`config.mk`:
```
export PLATFORM = sky130hd
export DESIGN_NAME = spi_ssel_ctrl
export DESIGN_NICKNAME = d
export VERILOG_FILES = /design/src/rtl/ssel_pkg.sv /design/src/rtl/ssel_sync.sv /design/src/rtl/ssel_master.sv /design/src/rtl/ssel_slave.sv /design/src/rtl/spi_ssel_ctrl.sv
export SDC_FILE = /design/constraint.sdc
export NUM_CORES = 1
export LEC_CHECK = 0
export BUFFER_PORTS_ARGS = -buffer_cell sky130_fd_sc_hd__buf_4
export CORE_MARGIN = 4
export CORE_UTILIZATION = 30
export DETAILED_ROUTE_END_ITERATION = 8
export PLACE_DENSITY_LB_ADDON = 0.3
export SLEW_MARGIN = 20
export SYNTH_ARGS = -nofsm -noshare
export SYNTH_HDL_FRONTEND = slang
export SYNTH_SLANG_ARGS = --single-unit
```
`constraint.sdc`:
```
create_clock -name clk -period 1.1 [get_ports clk]
set_input_delay 0.11 -clock clk [delete_from_list [all_inputs] [get_ports clk]]
set_output_delay 0.11 -clock clk [all_outputs]
set_load 0.01 [all_outputs]
```
`src/rtl/ssel_pkg.sv`:
```
package ssel_pkg;

  typedef enum logic {
    TRIG_EDGE  = 1'b0,
    TRIG_LEVEL = 1'b1
  } trig_e;

  // Pin level for a logical select state under a given polarity.
  function automatic logic pin_level(input logic active, input logic act_high);
    return active ? act_high : ~act_high;
  endfunction

endpackage

```
`src/rtl/ssel_sync.sv`:
```
module ssel_sync #(
  parameter int       STAGES  = 2,
  parameter logic     RST_LVL = 1'b1
) (
  input  logic clk,
  input  logic rst_n,
  input  logic pin,
  output logic sync_q,
  output logic prev_q
);

  logic [STAGES-1:0] chain_q;
  logic [STAGES-1:0] chain_d;
  logic              prev_d;

  generate
    if (STAGES == 1) begin : g_one
      always_comb chain_d = pin;
    end else begin : g_many
      always_comb chain_d = {chain_q[STAGES-2:0], pin};
    end
  endgenerate

  always_comb prev_d = chain_q[STAGES-1];

  always_ff @(posedge clk or negedge rst_n) begin
    if (!rst_n) begin
      chain_q <= {STAGES{RST_LVL}};
      prev_q  <= RST_LVL;
    end else begin
      chain_q <= chain_d;
      prev_q  <= prev_d;
    end
  end

  assign sync_q = chain_q[STAGES-1];

  AST_PREV_TRACKS: assert property (@(posedge clk) disable iff (!rst_n)
    $past(rst_n) |-> prev_q == $past(sync_q));

endmodule

```
`src/rtl/ssel_master.sv`:
```
module ssel_master (
  input  logic clk,
  input  logic rst_n,
  input  logic en,
  input  logic auto_sel,
  input  logic sw_sel,
  input  logic start,
  input  logic busy,
  input  logic done,
  output logic act_q
);

  logic act_d;

  always_comb begin
    act_d = act_q;
    if (!en) begin
      act_d = 1'b0;
    end else if (!auto_sel) begin
      act_d = sw_sel;
    end else if (start) begin
      act_d = 1'b1;
    end else if (done || !busy) begin
      act_d = 1'b0;
    end
  end

  always_ff @(posedge clk or negedge rst_n) begin
    if (!rst_n) begin
      act_q <= 1'b0;
    end else begin
      act_q <= act_d;
    end
  end

  AST_MANUAL_FOLLOW: assert property (@(posedge clk) disable iff (!rst_n)
    (en && !auto_sel) |=> act_q == $past(sw_sel));
  AST_AUTO_START: assert property (@(posedge clk) disable iff (!rst_n)
    (en && auto_sel && start) |=> act_q);
  AST_AUTO_DONE: assert property (@(posedge clk) disable iff (!rst_n)
    (en && auto_sel && !start && done) |=> !act_q);
  AST_OFF_IDLE: assert property (@(posedge clk) disable iff (!rst_n)
    !en |=> !act_q);

endmodule

```
`src/rtl/ssel_slave.sv`:
```
module ssel_slave
  import ssel_pkg::*;
#(
  parameter int LEN_W = 6
) (
  input  logic             clk,
  input  logic             rst_n,
  input  logic             en,
  input  trig_e            trig,
  input  logic             act_high,
  input  logic             inact_opt,
  input  logic             sync_lvl,
  input  logic             prev_lvl,
  input  logic             done,
  input  logic [LEN_W-1:0] rx_cnt,
  input  logic [LEN_W-1:0] word_len,
  output logic             slave_en_q,
  output logic             len_met_q,
  output logic             inact_q
);

  logic act_now;
  logic act_old;
  logic went_active;
  logic went_idle;
  logic slave_en_d;
  logic len_met_d;
  logic inact_d;
  logic level_mode;

  always_comb begin
    act_now     = (sync_lvl == act_high);
    act_old     = (prev_lvl == act_high);
    went_active = act_now && !act_old;
    went_idle   = !act_now && act_old;
    level_mode  = en && (trig == TRIG_LEVEL);
  end

  always_comb begin
    slave_en_d = slave_en_q;
    if (!en) begin
      slave_en_d = 1'b0;
    end else if (trig == TRIG_LEVEL) begin
      slave_en_d = act_now;
    end else if (went_active) begin
      slave_en_d = 1'b1;
    end else if (done) begin
      slave_en_d = 1'b0;
    end
  end

  always_comb begin
    len_met_d = level_mode && (word_len != '0) && (rx_cnt >= word_len);
    inact_d   = level_mode && inact_opt && went_idle;
  end

  always_ff @(posedge clk or negedge rst_n) begin
    if (!rst_n) begin
      slave_en_q <= 1'b0;
      len_met_q  <= 1'b0;
      inact_q    <= 1'b0;
    end else begin
      slave_en_q <= slave_en_d;
      len_met_q  <= len_met_d;
      inact_q    <= inact_d;
    end
  end

  AST_EDGE_HOLD: assert property (@(posedge clk) disable iff (!rst_n)
    (en && trig == TRIG_EDGE && slave_en_q && !done) |=> slave_en_q);
  AST_PULSE_SINGLE: assert property (@(posedge clk) disable iff (!rst_n)
    inact_q |=> !inact_q);
  AST_LEN_GATED: assert property (@(posedge clk) disable iff (!rst_n)
    !level_mode |=> !len_met_q);
  AST_EDGE_NO_PULSE: assert property (@(posedge clk) disable iff (!rst_n)
    (trig == TRIG_EDGE) |=> !inact_q);

endmodule

```
`src/rtl/spi_ssel_ctrl.sv`:
```
module spi_ssel_ctrl
  import ssel_pkg::*;
#(
  parameter int   LEN_W       = 6,
  parameter int   SYNC_STAGES = 2,
  parameter logic PIN_RST_LVL = 1'b1
) (
  input  logic             clk,
  input  logic             rst_n,
  input  logic             cfg_slave,
  input  logic             cfg_auto_sel,
  input  logic             cfg_sw_sel,
  input  logic             cfg_act_high,
  input  logic             cfg_level,
  input  logic             cfg_inact_flag,
  input  logic [LEN_W-1:0] cfg_word_len,
  input  logic             eng_start,
  input  logic             eng_busy,
  input  logic             eng_done,
  input  logic [LEN_W-1:0] rx_bit_cnt,
  input  logic             ss_pin_in,
  output logic             ss_pin_out,
  output logic             ss_pin_oe,
  output logic             slave_en,
  output logic             len_met,
  output logic             xfer_flag_set
);

  logic  m_act;
  logic  s_sync;
  logic  s_prev;
  trig_e trig;

  always_comb trig = cfg_level ? TRIG_LEVEL : TRIG_EDGE;

  ssel_sync #(
    .STAGES (SYNC_STAGES),
    .RST_LVL(PIN_RST_LVL)
  ) u_sync (
    .clk   (clk),
    .rst_n (rst_n),
    .pin   (ss_pin_in),
    .sync_q(s_sync),
    .prev_q(s_prev)
  );

  ssel_master u_master (
    .clk     (clk),
    .rst_n   (rst_n),
    .en      (!cfg_slave),
    .auto_sel(cfg_auto_sel),
    .sw_sel  (cfg_sw_sel),
    .start   (eng_start),
    .busy    (eng_busy),
    .done    (eng_done),
    .act_q   (m_act)
  );

  ssel_slave #(
    .LEN_W(LEN_W)
  ) u_slave (
    .clk       (clk),
    .rst_n     (rst_n),
    .en        (cfg_slave),
    .trig      (trig),
    .act_high  (cfg_act_high),
    .inact_opt (cfg_inact_flag),
    .sync_lvl  (s_sync),
    .prev_lvl  (s_prev),
    .done      (eng_done),
    .rx_cnt    (rx_bit_cnt),
    .word_len  (cfg_word_len),
    .slave_en_q(slave_en),
    .len_met_q (len_met),
    .inact_q   (xfer_flag_set)
  );

  always_comb begin
    ss_pin_out = pin_level(m_act, cfg_act_high);
    ss_pin_oe  = !cfg_slave;
  end

  AST_SLAVE_IDLE_DRIVE: assert property (@(posedge clk) disable iff (!rst_n)
    ($past(cfg_slave) && cfg_slave) |-> ss_pin_out == !cfg_act_high);
  AST_MASTER_QUIET: assert property (@(posedge clk) disable iff (!rst_n)
    !cfg_slave |=> !($past(cfg_slave)) |-> (!slave_en && !len_met && !xfer_flag_set));

endmodule

```
==> flow_summary.toml, run 1 <==
[logic_synthesis]
synth_area_leader_cell = "dfrtp_1"
ys_ff_latch = 7
synth_cell_types = 19
synth.most_common_cell = "inv_1"
seq_area_frac_synth_pct = 41.69
avgSynthCellArea_um2 = 9.330
synth.top_cell.area_share_pct = 23.32
yosys_warnings = 0
synth_nets = 76
synth_common_cells = "9 x inv_1, 6 x a21oi_1, 6 x ha_1"
synth_cells = 46
synth-edff-count = 0
ys_async_sr_fraction_pct = 100.0
synth_flop_cell = "dfrtp_1"
netlist_area_um2 = 429.2
synthTopCellsByArea = "dfrtp_1 23%, dfstp_2 18%, ha_1 17%, inv_1 7.9%, a21oi_1 7.0%"

[worst_hold_path]
holdPathStages = 2
hp-start = "cfg_auto_sel"
holdPathEnd = "u_master.act_q$_DFFE_PN0P_"
hp-class = "in2reg"

[detailed_routing]
wire_per_inst_um = 10.77
drtIter0Drc = 6
drt_wl_total_um = 1045
drt-pass1-iter-count = 4
antenna_left = 0
routed-via-count = 459
drc = 0
vias_per_cell = 4.732

[global_routing]
grt_pass1_wl_um = 1580
grt_max_degree = 8
globalRouteOverflowTotal = 0
antenna_found_initial = 0
grt_pass1_vias = 410
grt_usage_pct = 10.81

[flow_run]
drv_cap = 0

[setup_path]
timing_worst_setup_path_type = "reg2out"
arrival_ns = 0.93
regToRegSetupSlack_ns = 0.08
worstSetupEndpointType = "output pin"
r2r_start = "u_sync.prev_q$_DFF_PN1_"
critPathMaxStageDelay_ns = 0.39
worst_path_max_delay_cell = "dfrtp_1"
worst-r2r-cell-count = 3
critPathMaxFanout = 2
worstPathCellList = "xnor2_1, buf_4"
required_ns = 0.99
rr_endpoint = "u_slave.slave_en_q$_DFFE_PN0P_"
worstSetupStartpointType = "flip-flop"

[cells_and_area]
area_delta_synth_final_pct = 67.64
antennaDiodeCount = 0
design_area_um2 = 719.4
nets = 113
fin_util_pct = 54.61
drive_gt1_share_pct = 43.90

[placed_design]
gp_congestion = 0.7356
hpwl_um = 862.8
dpl_cell_area_um2 = 673.1
port_buffers = 28

[power_and_ir_drop]
power_density_mw_per_mm2 = 958.2
finalPower_uw = 689.4
vdd_ir_drop_max_mv = 0.6484
power_leakage_uw = 0.0003823

[clock_network]
clock_latency_ns = 0.25
clk_pin_slew_ns = 0.05
root_buffer = "clkbuf_4"
cts_resized = 0
numCtsBuffers = 3
cts_tree = "done"
clockBufferDepth = 2
htree_num_levels = 1
clock-sinks = 7

[sta]
fin_setup_tns_ns = 0
worst_pin_slew_ns = 0.2728
hold_violations = 0
clock_skew_ns = 0.005842
max_slew_margin_pct = 81.65
rsz0062_at_grt = "no"
slew_violations = 0
period_share_pct = 94.51
fin_crit_ns = 1.040
fmax_ghz = 0.9619
setup_viol = 0
holdWs_ns = 0.03867

[status]
status = "finished clean"

[die]
die_height_um = 45.82
die_w_um = 45.82
initial_utilization_pct = 32.57
coreArea_mm2 = 0.001318
io_pins = 29
num_rows = 13
dieArea_mm2 = 0.002099
-- area by class of cell --
cell class	instances	area [µm²]
fillers	136	598.1
repair buffers	32	245.2
multi-input cells	30	216.5
flip-flops and latches	7	178.9
inverters	9	33.78
clock buffers	4	26.28
well taps	15	18.77
-- stage by stage --
step / instances / setup slack (ns)
2_1_floorplan: 46 / 0.04094
3_3_place_gp: 91 / -0.09649
3_5_place_dp: 91 / -0.1211
4_1_cts: 97 / 0.04067
5_1_grt: 97 / 0.007642
6_report: 97 / 0.06034
-- state kept, by name (all words and copies together), names as in the netlist --
| register | count |
|---|---|
| u_sync.prev_q | 1 |
| u_slave.len_met_q | 1 |
| u_slave.inact_q | 1 |
| u_slave.slave_en_q | 1 |
| u_sync.chain_q | 2 |
| u_master.act_q | 1 |
-- cells in the final DEF (no fill, tap or decap), types with 2 or more instances in the layout --
cell	n
nor2_1	3
clkbuf_4	3
dlygate4sd3_1	2
nand3b_1	2
ha_1	6
dfstp_2	3
inv_1	9
buf_4	30
dfrtp_1	4
a21oi_1	6
nand3_1	2
-- power breakdown --
part           total, µW  switching (µW)  leakage [µW]  internal, µW
combinational        176            68.1      0.000282           108
clock                229            90.8     0.0000150           138
sequential           284            8.22     0.0000848           276
total                689             167      0.000382           522
-- worst max-delay path, delay by kind of cell (launching register included) --
kind      cells  cell delay [ns]
flops         1             0.39
xor+xnor      1             0.15
buf+inv       1             0.14
-- cell families (layout without fill, tap and decap cells) --
| kind of cell | count (synthesis) | after routing | share of synthesized area (%) |
|---|---|---|---|
| AND/OR/NAND/NOR | 13 | 13 | 16.91 |
| XOR/XNOR | 1 | 1 | 2.041 |
| AO/OA/AOI/OAI | 10 | 10 | 14.00 |
| buffers and inverters | 9 | 45 | 7.871 |
| adder cells (fa/ha/maj) | 6 | 6 | 17.49 |
| flip-flops | 7 | 7 | 41.69 |
-- timing repair --
item / CTS / global route
hold buffers: 2 / 0
endpoints found under the hold margin: 8 / 0
setup buffers: 0 / 0
-- per-layer routing --
metal / global-route usage, % / part of all wire [%] / wire [µm] / vias to the layer above
met5: 0 / 0 / 0 / -
met1: 11.27 / 38 / 394 / 201
met3: 3.953 / 13 / 134 / 0
met4: 6.818 / 0 / 0 / 0
li1: - / - / - / 235
met2: 18.11 / 49 / 516 / 23
-- how the worst max path moves through the flow --
stage,cells after the start,start,slack [ns],end
finish,2,u_master.act_q$_DFFE_PN0P_,0.06,ss_pin_out
global route,2,u_master.act_q$_DFFE_PN0P_,0.008,ss_pin_out
CTS,2,u_master.act_q$_DFFE_PN0P_,0.04,ss_pin_out
detailed placement,6,cfg_word_len[0],-0.12,u_slave.len_met_q$_DFF_PN0_
global placement,6,cfg_word_len[0],-0.1,u_slave.len_met_q$_DFF_PN0_
floorplan,6,rx_bit_cnt[0],0.04,u_slave.len_met_q$_DFF_PN0_
Power figures use the tool's default switching activity.
==> run 2, diff against run 1 <==
--- a/config.mk
+++ b/config.mk
@@ -6,11 +6,16 @@
 export NUM_CORES = 1
 export LEC_CHECK = 0
 export BUFFER_PORTS_ARGS = -buffer_cell sky130_fd_sc_hd__buf_4
+export CELL_PAD_IN_SITES_DETAIL_PLACEMENT = 1
+export CELL_PAD_IN_SITES_GLOBAL_PLACEMENT = 2
+export CORE_ASPECT_RATIO = 0.8
 export CORE_MARGIN = 4
-export CORE_UTILIZATION = 30
+export CORE_UTILIZATION = 21
 export DETAILED_ROUTE_END_ITERATION = 8
+export GPL_TIMING_DRIVEN = 0
 export PLACE_DENSITY_LB_ADDON = 0.3
 export SLEW_MARGIN = 20
 export SYNTH_ARGS = -nofsm -noshare
 export SYNTH_HDL_FRONTEND = slang
+export SYNTH_HIERARCHICAL = 1
 export SYNTH_SLANG_ARGS = --single-unit
==> flow_summary.toml, run 2 <==
[status]
status = "complete, but fails checks"
violations = "negative setup slack"

[logic_synthesis]
seq_area_frac_synth_pct = 39.83
yosys_warnings = 6
synth-edff-count = 0
synth_common_cells = "8 x inv_1, 6 x ha_1, 4 x a21oi_1, 4 x dfrtp_1, 3 x dfstp_2"
netlist_area_um2 = 449.2
synth_area_leader_cell = "dfrtp_1"
synthTopCellsByArea = "dfrtp_1 22%, dfstp_2 18%, ha_1 17%, inv_1 6.7%, a21oi_1 4.5%"
synth.most_common_cell = "inv_1"
synth_flop_cell = "dfrtp_1"
avgSynthCellArea_um2 = 9.982
synth.top_cell.area_share_pct = 22.28
ys_async_sr_fraction_pct = 100.0
ys_ff_latch = 7
synth_cells = 45
synth_cell_types = 21
synth_nets = 75

[placed_design]
dp.cells = 97
dpl_cell_area_um2 = 689.4
hpwl_um = 1031
port_buffers = 28
gp_congestion = 0.6587

[cells_and_area]
fin_util_pct = 38.01
largest_reg_flops = 2
top_register = "u_sync/chain_q"
design_area_um2 = 745.7
area_delta_synth_final_pct = 66.02
layout.cells.most_common = "buf_4"
nFillCells = 249
drive_gt1_share_pct = 46.25
nets = 111
stdcell_count = 104
layout_common_cells = "29 x buf_4, 8 x inv_1, 6 x ha_1"
antennaDiodeCount = 0

[detailed_routing]
wire_per_inst_um = 11.86
drc = 0
routed-via-count = 457
antenna_left = 0
drt_wl_total_um = 1233
vias_per_cell = 4.394
drtIter0Drc = 4
drt-pass1-iter-count = 3

[die]
die_w_um = 59.71
dieArea_mm2 = 0.002947
io_pins = 29
die_height_um = 49.37
initial_utilization_pct = 22.90
num_rows = 14
coreArea_mm2 = 0.001962

[sta]
fin_setup_tns_ns = -0.05286
period_share_pct = 104.8
rsz0062_at_grt = "yes"
max_slew_margin_pct = 80.28
slew_violations = 0
setup_ws_ns = -0.05286
holdWs_ns = 0.04161
setup_viol = 1
fmax_ghz = 0.8674
hold_violations = 0
clock_skew_ns = 0.008889
fin_crit_ns = 1.153
worst_pin_slew_ns = 0.2932

[setup_path]
crit_family = "flip-flops"
critPathMaxFanout = 3
timing_worst_setup_path_type = "reg2reg"
critPathMaxStageDelay_ns = 0.55
required_ns = 1.27
arrival_ns = 1.32
worstSetupEndpointType = "flip-flop"
worstPathCellList = "or3b_1, a21boi_1"
worst_path_max_delay_cell = "dfstp_2"
worstSetupStartpointType = "flip-flop"
critPathBufInv = 0
worst-r2r-cell-count = 2
path_depth = 2

[global_routing]
grt_usage_pct = 8.855
globalRouteOverflowTotal = 0
antenna_found_initial = 0
grt_max_degree = 8
grt_pass1_vias = 486
grt_pass1_wl_um = 1994

[clock_network]
clock_latency_ns = 0.26
root_buffer = "clkbuf_4"
numCtsBuffers = 3
clock-sinks = 7
htree_num_levels = 1
cts_tree = "done"
clk_pin_slew_ns = 0.06
clockBufferDepth = 2

[power_and_ir_drop]
power_leakage_uw = 0.0003783
power_density_mw_per_mm2 = 955.0
vdd_ir_drop_max_mv = 0.6635

[flow_run]
drv_cap = 0

[worst_hold_path]
hp-class = "in2reg"
holdPathStages = 2
[run 2: worst paths after layout]
path / slack, ns / startpoint / end
setup / recovery: -0.05 / u_sync/prev_q$_DFF_PN1_ / u_slave/slave_en_q$_DFFE_PN0P_
hold / removal: 0.04 / cfg_auto_sel / u_master/act_q$_DFFE_PN0P_
setup reg to reg: -0.05 / u_sync/prev_q$_DFF_PN1_ / u_slave/slave_en_q$_DFFE_PN0P_
hold reg to reg: 0.36 / u_sync/chain_q[0]$_DFF_PN1_ / u_sync/chain_q[1]$_DFF_PN1_
max in group asynchronous: 0.69 / rst_n / u_sync/chain_q[0]$_DFF_PN1_
min in group asynchronous: 0.19 / rst_n / u_slave/inact_q$_DFF_PN0_
[run 2: cells by family after synthesis]
| group | after synthesis | share of synthesized area [%] |
|---|---|---|
| compound gates | 9 | 13.93 |
| xor+xnor | 2 | 3.900 |
| fa+ha+maj | 6 | 16.71 |
| buf+inv | 8 | 6.686 |
| flops | 7 | 39.83 |
| simple gates | 13 | 18.94 |
[run 2: per-layer routing]
metal  vias to the layer above  share of wire [%]  track usage [%]
met4                         0                1.4            2.214
met2                        18                 46            13.85
met1                       207                 44            10.92
li1                        230                  -                -
met5                         -                  0                0
met3                         2                9.1            3.968
[run 2: power by group]
| part | internal, µW | switching, µW | leakage [µW] | total [µW] |
|---|---|---|---|---|
| registers | 276 | 9.18 | 0.0000846 | 286 |
| clock network | 139 | 99.1 | 0.0000150 | 238 |
| logic | 115 | 73.5 | 0.000279 | 189 |
[run 2: cell type report]
cell class                 count  area (µm²)  share of cell area, %
tap                           24       30.03                  4.027
sequential                     7       178.9                  23.99
clock buffer                   4       26.28                  3.523
multi-input combinational     30       242.7                  32.55
timing repair buffer          31       237.7                  31.88
inverter                       8       30.03                  4.027
[run 2: timing repair]
item,CTS,global route
hold endpoints to repair,8,0
buffers inserted,0,1
endpoints found under the setup margin,2,3
hold buffers,2,0
pin swaps,1,1
gates resized for setup,0,1
[run 2: stage by stage]
| stage | worst slack, ns | total power, µW |
|---|---|---|
| after floorplan | 0.02485 | 358.1 |
| after global placement | -0.1272 | 466.0 |
| after detailed placement | -0.1667 | 471.1 |
| after CTS | -0.01577 | 724.2 |
| after global routing | -0.09408 | 765.6 |
| final | -0.05286 | 712.1 |
